--- src/rtl/bfs_pkg.sv ---
package bfs_pkg;
  localparam int NCAUSE   = 3;
  localparam int IBUS_BIT = 0;
  localparam int PREC_BIT = 1;
  localparam int IMP_BIT  = 2;

  typedef logic [NCAUSE-1:0] cause_vec_t;
endpackage

--- src/rtl/bfs_issue_slot.sv ---
module bfs_issue_slot (
  input  logic clk,
  input  logic rst,
  input  logic fetch_vld,
  input  logic fetch_err,
  input  logic issue_vld,
  input  logic issue_flush,
  output logic ibus_evt
);
  logic slot_vld_q;
  logic slot_err_q;

  assign ibus_evt = issue_vld && !issue_flush && slot_vld_q && slot_err_q;

  always_ff @(posedge clk) begin
    if (rst) begin
      slot_vld_q <= 1'b0;
      slot_err_q <= 1'b0;
    end else if (issue_flush) begin
      slot_vld_q <= 1'b0;
      slot_err_q <= 1'b0;
    end else if (fetch_vld) begin
      slot_vld_q <= 1'b1;
      slot_err_q <= fetch_err;
    end else if (issue_vld) begin
      slot_vld_q <= 1'b0;
      slot_err_q <= 1'b0;
    end
  end

  AST_FLUSH_EMPTIES: assert property (@(posedge clk) disable iff (rst)
    issue_flush |=> !slot_vld_q);
endmodule

--- src/rtl/bfs_addr_capture.sv ---
module bfs_addr_capture #(
  parameter int AW = 32
) (
  input  logic          clk,
  input  logic          rst,
  input  logic          prec_evt,
  input  logic          clr_prec,
  input  logic [AW-1:0] addr_in,
  output logic [AW-1:0] addr_q,
  output logic          valid_q
);
  logic load;

  assign load = prec_evt && (!valid_q || clr_prec);

  always_ff @(posedge clk) begin
    if (rst) begin
      addr_q  <= '0;
      valid_q <= 1'b0;
    end else begin
      if (load) addr_q <= addr_in;
      if (prec_evt)      valid_q <= 1'b1;
      else if (clr_prec) valid_q <= 1'b0;
    end
  end

  AST_ADDR_KEPT: assert property (@(posedge clk) disable iff (rst)
    (valid_q && !clr_prec) |=> $stable(addr_q));
  AST_NO_ADDR_WITHOUT_PREC: assert property (@(posedge clk) disable iff (rst)
    !prec_evt |=> $stable(addr_q));
endmodule

--- src/rtl/bfs_status_core.sv ---
module bfs_status_core
  import bfs_pkg::*;
#(
  parameter int PW = 3
) (
  input  logic          clk,
  input  logic          rst,
  input  logic          ibus_evt,
  input  logic          prec_evt,
  input  logic          imp_evt,
  input  cause_vec_t    clr,
  input  logic [PW-1:0] cur_prio,
  input  logic [PW-1:0] bf_prio,
  output cause_vec_t    stat_q,
  output logic          pend_q,
  output logic          req_q
);
  cause_vec_t set_v;
  cause_vec_t stat_n;
  logic       blocked;
  logic       pend_n;

  assign blocked = (cur_prio <= bf_prio);

  always_comb begin
    set_v           = '0;
    set_v[IBUS_BIT] = ibus_evt;
    set_v[PREC_BIT] = prec_evt;
    set_v[IMP_BIT]  = imp_evt;
  end

  genvar g;
  generate
    for (g = 0; g < NCAUSE; g++) begin : g_flag
      assign stat_n[g] = set_v[g] | (stat_q[g] & ~clr[g]);
    end
  endgenerate

  assign pend_n = stat_n[IMP_BIT] && blocked && (pend_q || imp_evt);

  always_ff @(posedge clk) begin
    if (rst) begin
      stat_q <= '0;
      pend_q <= 1'b0;
      req_q  <= 1'b0;
    end else begin
      stat_q <= stat_n;
      pend_q <= pend_n;
      req_q  <= stat_n[IBUS_BIT] | stat_n[PREC_BIT] | (stat_n[IMP_BIT] & ~pend_n);
    end
  end

  AST_SET_BEATS_CLEAR: assert property (@(posedge clk) disable iff (rst)
    prec_evt |=> stat_q[PREC_BIT]);
  AST_PEND_NEEDS_FLAG: assert property (@(posedge clk) disable iff (rst)
    pend_q |-> stat_q[IMP_BIT]);
  AST_REQ_NEEDS_CAUSE: assert property (@(posedge clk) disable iff (rst)
    req_q |-> (stat_q != '0));
  AST_NO_SPURIOUS_IBUS: assert property (@(posedge clk) disable iff (rst)
    (!stat_q[IBUS_BIT] && !ibus_evt) |=> !stat_q[IBUS_BIT]);
endmodule

--- src/rtl/bus_fault_status.sv ---
module bus_fault_status
  import bfs_pkg::*;
#(
  parameter int AW = 32,
  parameter int PW = 3
) (
  input  logic          clk,
  input  logic          rst,
  input  logic          fetch_vld,
  input  logic          fetch_err,
  input  logic          issue_vld,
  input  logic          issue_flush,
  input  logic          dacc_err,
  input  logic          dacc_precise,
  input  logic [AW-1:0] dacc_addr,
  input  logic [PW-1:0] cur_prio,
  input  logic [PW-1:0] bf_prio,
  input  logic          reg_wr,
  input  logic          reg_sel,
  input  logic [AW-1:0] reg_wdata,
  output logic [2:0]    stat_bits,
  output logic [AW-1:0] fault_addr,
  output logic          addr_valid,
  output logic          imp_pending,
  output logic          fault_req,
  output logic [AW-1:0] reg_rdata
);
  localparam int PADW = AW - NCAUSE;

  logic       ibus_evt;
  logic       prec_evt;
  logic       imp_evt;
  cause_vec_t clr;
  cause_vec_t stat_q;

  assign prec_evt = dacc_err && dacc_precise;
  assign imp_evt  = dacc_err && !dacc_precise;
  assign clr      = (reg_wr && !reg_sel) ? reg_wdata[NCAUSE-1:0] : '0;

  bfs_issue_slot u_slot (
    .clk(clk), .rst(rst),
    .fetch_vld(fetch_vld), .fetch_err(fetch_err),
    .issue_vld(issue_vld), .issue_flush(issue_flush),
    .ibus_evt(ibus_evt)
  );

  bfs_status_core #(.PW(PW)) u_core (
    .clk(clk), .rst(rst),
    .ibus_evt(ibus_evt), .prec_evt(prec_evt), .imp_evt(imp_evt),
    .clr(clr), .cur_prio(cur_prio), .bf_prio(bf_prio),
    .stat_q(stat_q), .pend_q(imp_pending), .req_q(fault_req)
  );

  bfs_addr_capture #(.AW(AW)) u_addr (
    .clk(clk), .rst(rst),
    .prec_evt(prec_evt), .clr_prec(clr[PREC_BIT]),
    .addr_in(dacc_addr), .addr_q(fault_addr), .valid_q(addr_valid)
  );

  assign stat_bits = stat_q;

  always_ff @(posedge clk) begin
    if (rst) reg_rdata <= '0;
    else if (reg_sel) reg_rdata <= fault_addr;
    else reg_rdata <= {{PADW{1'b0}}, stat_q};
  end

  AST_VALID_FOLLOWS_FLAG: assert property (@(posedge clk) disable iff (rst)
    addr_valid |-> stat_bits[PREC_BIT]);
  AST_RESERVED_ZERO: assert property (@(posedge clk) disable iff (rst)
    $past(!reg_sel) |-> (reg_rdata[AW-1:NCAUSE] == '0));
endmodule

--- config.mk ---
export PLATFORM = sky130hd
export DESIGN_NAME = bus_fault_status
export DESIGN_NICKNAME = d
export VERILOG_FILES = /design/src/rtl/bfs_pkg.sv /design/src/rtl/bfs_issue_slot.sv /design/src/rtl/bfs_addr_capture.sv /design/src/rtl/bfs_status_core.sv /design/src/rtl/bus_fault_status.sv
export SDC_FILE = /design/constraint.sdc
export NUM_CORES = 1
export LEC_CHECK = 0
export BUFFER_PORTS_ARGS = -buffer_cell sky130_fd_sc_hd__buf_2
export CAP_MARGIN = 20
export CORE_AREA = 3 3 84 86
export DETAILED_ROUTE_END_ITERATION = 12
export DIE_AREA = 0 0 87 89
export GPL_TIMING_DRIVEN = 0
export PLACE_DENSITY = 0.74
export SLEW_MARGIN = 20
export SYNTH_ARGS = -nofsm -noshare
export SYNTH_HDL_FRONTEND = slang
export SYNTH_SLANG_ARGS = --single-unit
--- constraint.sdc ---
create_clock -name clk -period 0.98 [get_ports clk]
set_input_delay 0.098 -clock clk [delete_from_list [all_inputs] [get_ports clk]]
set_output_delay 0.098 -clock clk [all_outputs]
set_load 0.01 [all_outputs]
# After elaboration in Yosys (flattened, before gate mapping)
# Index checks and enable logic that the tools add are counted.
# op_classes
addsub	0
mul	0
div	0
order_cmp	1
n_eq_ne	0
shift	0
n_mux	7
bitwise	14
reduce_logical	19
# ops
operator	count
$logic_and A1 B1 Y1	9
$mux W3	2
$mux W1	5
$not A1 Y1	5
$or A1 B1 Y1	5
$and A1 B1 Y1	4
$logic_not A1 Y1	4
$reduce_bool A2 Y1	2
$reduce_or A2 Y1	2
$le A3 B3 Y1	1
$logic_or A1 B1 Y1	2
# word_totals
ff_bits	72
latchBits	0
ram_bits	0
rom_bits	0
input_bits	80
output_inout_bits	70
elab_cells	50
mem_count	0

# Longest topological paths before layout
# depth
ltp_word	11
depth_mapped	6
mapped_depth_nobuf	6

# Hierarchy
# From an unflattened synthesis, not the netlist that was laid out.
# hier_totals
cells_unflattened	257
hier_area_um2	2747.6
# by_module_without_submodules
module	instances	cells_each	area_each_um2
bfs_addr_capture	1	143	1485.2
bus_fault_status	1	77	935.9
bfs_status_core	1	28	239.0
bfs_issue_slot	1	9	87.6

# Worst setup path before layout
# No wires, ideal clock.
# synth_path
kind	input port to flip-flop
startpoint	in bf_prio[1]
endpoint	reg u_core.req_q
arrival_ns	0.952
path_slack_ns	-0.092
stages	5
path_buffers	0
path_cell_list	inv_1 > ha_1 > a211oi_1 > o22ai_1 > a211o_1
# synth_between
elab_chain_len	6
# synth_rtl
item	line_no	rtl
start: declaration	bus_fault_status.sv:17	input logic [PW-1:0] bf_prio,
$le A3 B3 Y1	bfs_status_core.sv:23	assign blocked = (cur_prio <= bf_prio);
$logic_and A1 B1 Y1 (2 in a row)	bfs_status_core.sv:39	assign pend_n = stat_n[IMP_BIT] && blocked && (pend_q || imp_evt);
$not A1 Y1	bfs_status_core.sv:49	req_q <= stat_n[IBUS_BIT] | stat_n[PREC_BIT] | (stat_n[IMP_BIT] & ~pend_n);
$and A1 B1 Y1	bfs_status_core.sv:49	
$or A1 B1 Y1	bfs_status_core.sv:49	
end signal: assignment	bfs_status_core.sv:49	
end: declaration	bfs_status_core.sv:16	output logic req_q
# Every way passes these cells.
# A chain may end at the register's enable or synchronous reset.

# Final worst setup path
# layout_path
startpoint	reg u_addr.valid_q
endpoint	reg u_addr.addr_q[9]
# layout_between
elab_chain_len	3
# layout_rtl
item	line_no	rtl
start: declaration	bfs_addr_capture.sv:10	output logic valid_q
start signal: assignment	bfs_addr_capture.sv:19	valid_q <= 1'b0;
start signal: assignment	bfs_addr_capture.sv:22	if (prec_evt) valid_q <= 1'b1;
start signal: assignment	bfs_addr_capture.sv:23	else if (clr_prec) valid_q <= 1'b0;
$logic_not A1 Y1	bfs_addr_capture.sv:14	assign load = prec_evt && (!valid_q || clr_prec);
$logic_or A1 B1 Y1	bfs_addr_capture.sv:14	
$logic_and A1 B1 Y1	bfs_addr_capture.sv:14	
end signal: assignment	bfs_addr_capture.sv:21	if (load) addr_q <= addr_in;
end: declaration	bfs_addr_capture.sv:9	output logic [AW-1:0] addr_q,
# Every way passes these cells.

==> summary.md <==
| Metric | Value |
|---|---|
| Port bufs | about 120 |
| Max-cap violations | 0 |
| Peak Freq | 0.965 GHz |
| Worst path cell trace | a21oi_4 -> buf_4 -> buf_6 -> nand2_1 -> a21oi_1 |
| Dpl ws | -0.248 ns |
| Top cells by count, synth | dfxtp_1, nand2_1, a21oi_1, and2_1, buf_6 |
| Tmin final | 1.04 ns |
| Power per cell area | roughly 1800 nW/um2 |
| Cell area after synthesis | 2420 um2 |
| Unique masters post-synth | 25 |
| Vias in the first global route | ~2200 |
| Synthesis-to-layout area growth | 56.5% |
| # rows | 29 |
| Initial core utilization | 0.382 |
| Synth area leaders | dfxtp_1, nand2_1, a21oi_1 |
| Slew Viols, Final | 0 |
| Seq/Total Area, Yosys | 0.595 |
| Hold WC Path Type | input port to flip-flop |
| Core area | ~6300 um2 |
| Total Routed Length | 6670 um |
| CTS Sinks | 72 |
| FF/Latch Area | 1460 um2 |
| Register bit total from synthesis | 72 |
| Largest net degree at the start of global routing | 13 |
| CTS Buf Count | 9 |
| Die Wd | just under 90 um |
| Post-synth EDFFs | 0 |
| Number of hold violations in the final report | 0 |
| DIE HEIGHT | 89 um |
| Aggregate global-route resource usage | 0.172 |
| Synth area leader | dfxtp_1 |
| CTS clk-pin slew, worst paths | ~0.08 ns |
| Worst-skew pair later-pin latency | 0.34 ns |
| Initial antenna violation count | 0 |
| Top-count cell post-synth | dfxtp_1 |
| Synth Flop Type | dfxtp_1 |
| GP Congestion | approximately 0.79 |
| Crit end category | flip-flop |
| CP max stage delay | approximately 0.35 ns |
| WS Path Type | flip-flop to flip-flop |
| Worst-margin pin slew | 0.606 ns |
| DR pass1 iterations | 4 |
| Syn_nets | 338 |
| Failing checks | negative setup slack |
| Gate Count Post-Synth | 255 |
| Max IR drop VDD | around 1.0 mV |
| Share of the synthesized area in the top cell type | 0.595 |
| PnR worst setup slack | -0.0562 ns |
| CTS tree | done |
| Antenna Cells | 0 |
| Routed Antenna Nets | 0 |
| Async SR Flop Fraction | 0 |
| Multi-input logic area | 905 um2 |
| Final Cycle Share | 1.06 |
| Worst setup SP type | flip-flop |
| Final Skew | 0.0105 ns |
| WP data required | around 1.2 ns |
| RSZ-0062 raised after global routing | yes |
| Syn Area/Cell | approximately 9.5 um2 |
| Crit Path Max Fanout | 5 |
| First-pass GRT wire length | between 10000 and 15000 um |
| CP Data Arrival Time | 1.30 ns |
| Synth warn | 0 |
| Number of fill cells | between 500 and 600 |
| Top Ports | 150 |
| Layout cells sized above 1 | 0.417 |
| DRC viols | 0 |
| GRT overflow | 0 |
| WHS | 0.0149 ns |
| CP max stage cell | dfxtp_2 |
| Drt via density | 4.55 |
| Wire length per cell | 13.3 um |
| H-tree Lvls | 3 |
| Setup_tns | -0.673 ns |
| Status | finished, violations left |
| Slew margin rel. | 0.596 |
| Die area | 7740 um2 |
| Finished Core Util | 0.597 |
| Maximum clock insertion buffer count | 2 |
| Static leakage | 1.84 nW |
| Final nets | 502 |
| Final setup fails | 31 |
| DR vias | 2282 |
| DP HPWL | approximately 4500 um |
| Root buffer cell | clkbuf_8 |
| DR iter-0 viols | 28 |
-- final timing paths --
check | start | to | slack, ns | cells past startpoint
setup / recovery | u_addr.valid_q$_SDFFE_PP0P_ | u_addr.addr_q[9]$_SDFFE_PP0P_ | -0.06 | 5
setup reg to reg | u_addr.valid_q$_SDFFE_PP0P_ | u_addr.addr_q[9]$_SDFFE_PP0P_ | -0.06 | 5
hold / removal | rst | u_core.stat_q[0]$_SDFF_PP0_ | 0.01 | 2
hold reg to reg | u_addr.addr_q[25]$_SDFFE_PP0P_ | u_addr.addr_q[25]$_SDFFE_PP0P_ | 0.46 | 2
-- per-stage QoR --
step                power [mW]  instances  area [um2]
detailed placement        3.74        450        3140
finish                    6.66        501        3790
global route              6.95        501        3790
CTS                       6.69        498        3720
global placement          3.73        450        3140
floorplan                 3.46        255        2450
-- placed cells by master (no fill, tap or decap), types with 6 or more instances in the layout --
master	netlist	routed
buf_2	3	121
dfxtp_1	72	58
a21oi_1	38	30
dfxtp_2	0	14
dlygate4sd3_1	0	30
nand2_1	68	68
buf_6	7	6
clkbuf_8	0	10
a21oi_2	0	8
and2_1	29	29
-- layout make-up --
class	count	share of cell area
clock buffers	11	0.0373
repair buffers	154	0.251
multi-input cells	163	0.238
well taps	77	0.0254
inverters	5	0.00495
plain buffers	14	0.0310
flip-flops and latches	72	0.385
clock inverters	5	0.0274
-- repair_timing --
| action | 4_1_cts | 5_1_grt |
|---|---|---|
| hold buffers | 28 | 2 |
| pin swaps | 1 | 1 |
| hold endpoints to repair | 29 | 2 |
| resized for setup | 5 | 21 |
| buffers inserted | 3 | 2 |
| setup endpoints to repair | 32 | 57 |
| gates cloned | 1 | 0 |
-- layer usage --
metal / wire [um] / GRT usage / vias to the layer above
met4: 80 / 0.0510 / 0
li1: - / - / 1149
met3: 499 / 0.0645 / 9
met1: 2740 / 0.198 / 1039
met2: 3350 / 0.299 / 85
met5: 0 / 0 / -
-- kinds of logic (layout without fill, tap and decap cells) --
| family | after synthesis | after routing | synth area share |
|---|---|---|---|
| buffers and inverters | 20 | 189 | 0.0542 |
| muxes | 3 | 3 | 0.0124 |
| DFF | 72 | 72 | 0.595 |
| and+or+nand+nor | 113 | 113 | 0.223 |
| adders and majority gates | 3 | 3 | 0.0155 |
| AOI/OAI and AO/OA | 44 | 44 | 0.100 |
-- critical path: cells and delay by family, from the launching register on --
kind / cells / cell delay (ns)
AO/OA/AOI/OAI: 2 / 0.28
flip-flops: 1 / 0.35
AND/OR/NAND/NOR: 1 / 0.06
buffers and inverters: 2 / 0.28
-- registers in the layout, indices dropped and copies added, names as in the netlist --
register and count:
u_core.stat_q 3, u_addr.addr_q 32, u_addr.valid_q 1, u_slot.slot_err_q 1, u_core.req_q 1, reg_rdata 32, u_slot.slot_vld_q 1, u_core.pend_q 1
-- power by group --
| group | total (mW) | internal, mW | switching, mW |
|---|---|---|---|
| Combinational | 0.725 | 0.379 | 0.346 |
| Clock | 2.84 | 1.76 | 1.08 |
| Sequential | 3.09 | 3.03 | 0.0597 |
| Total | 6.66 | 5.17 | 1.48 |
No activity file was read; power rests on OpenSTA's default activity.
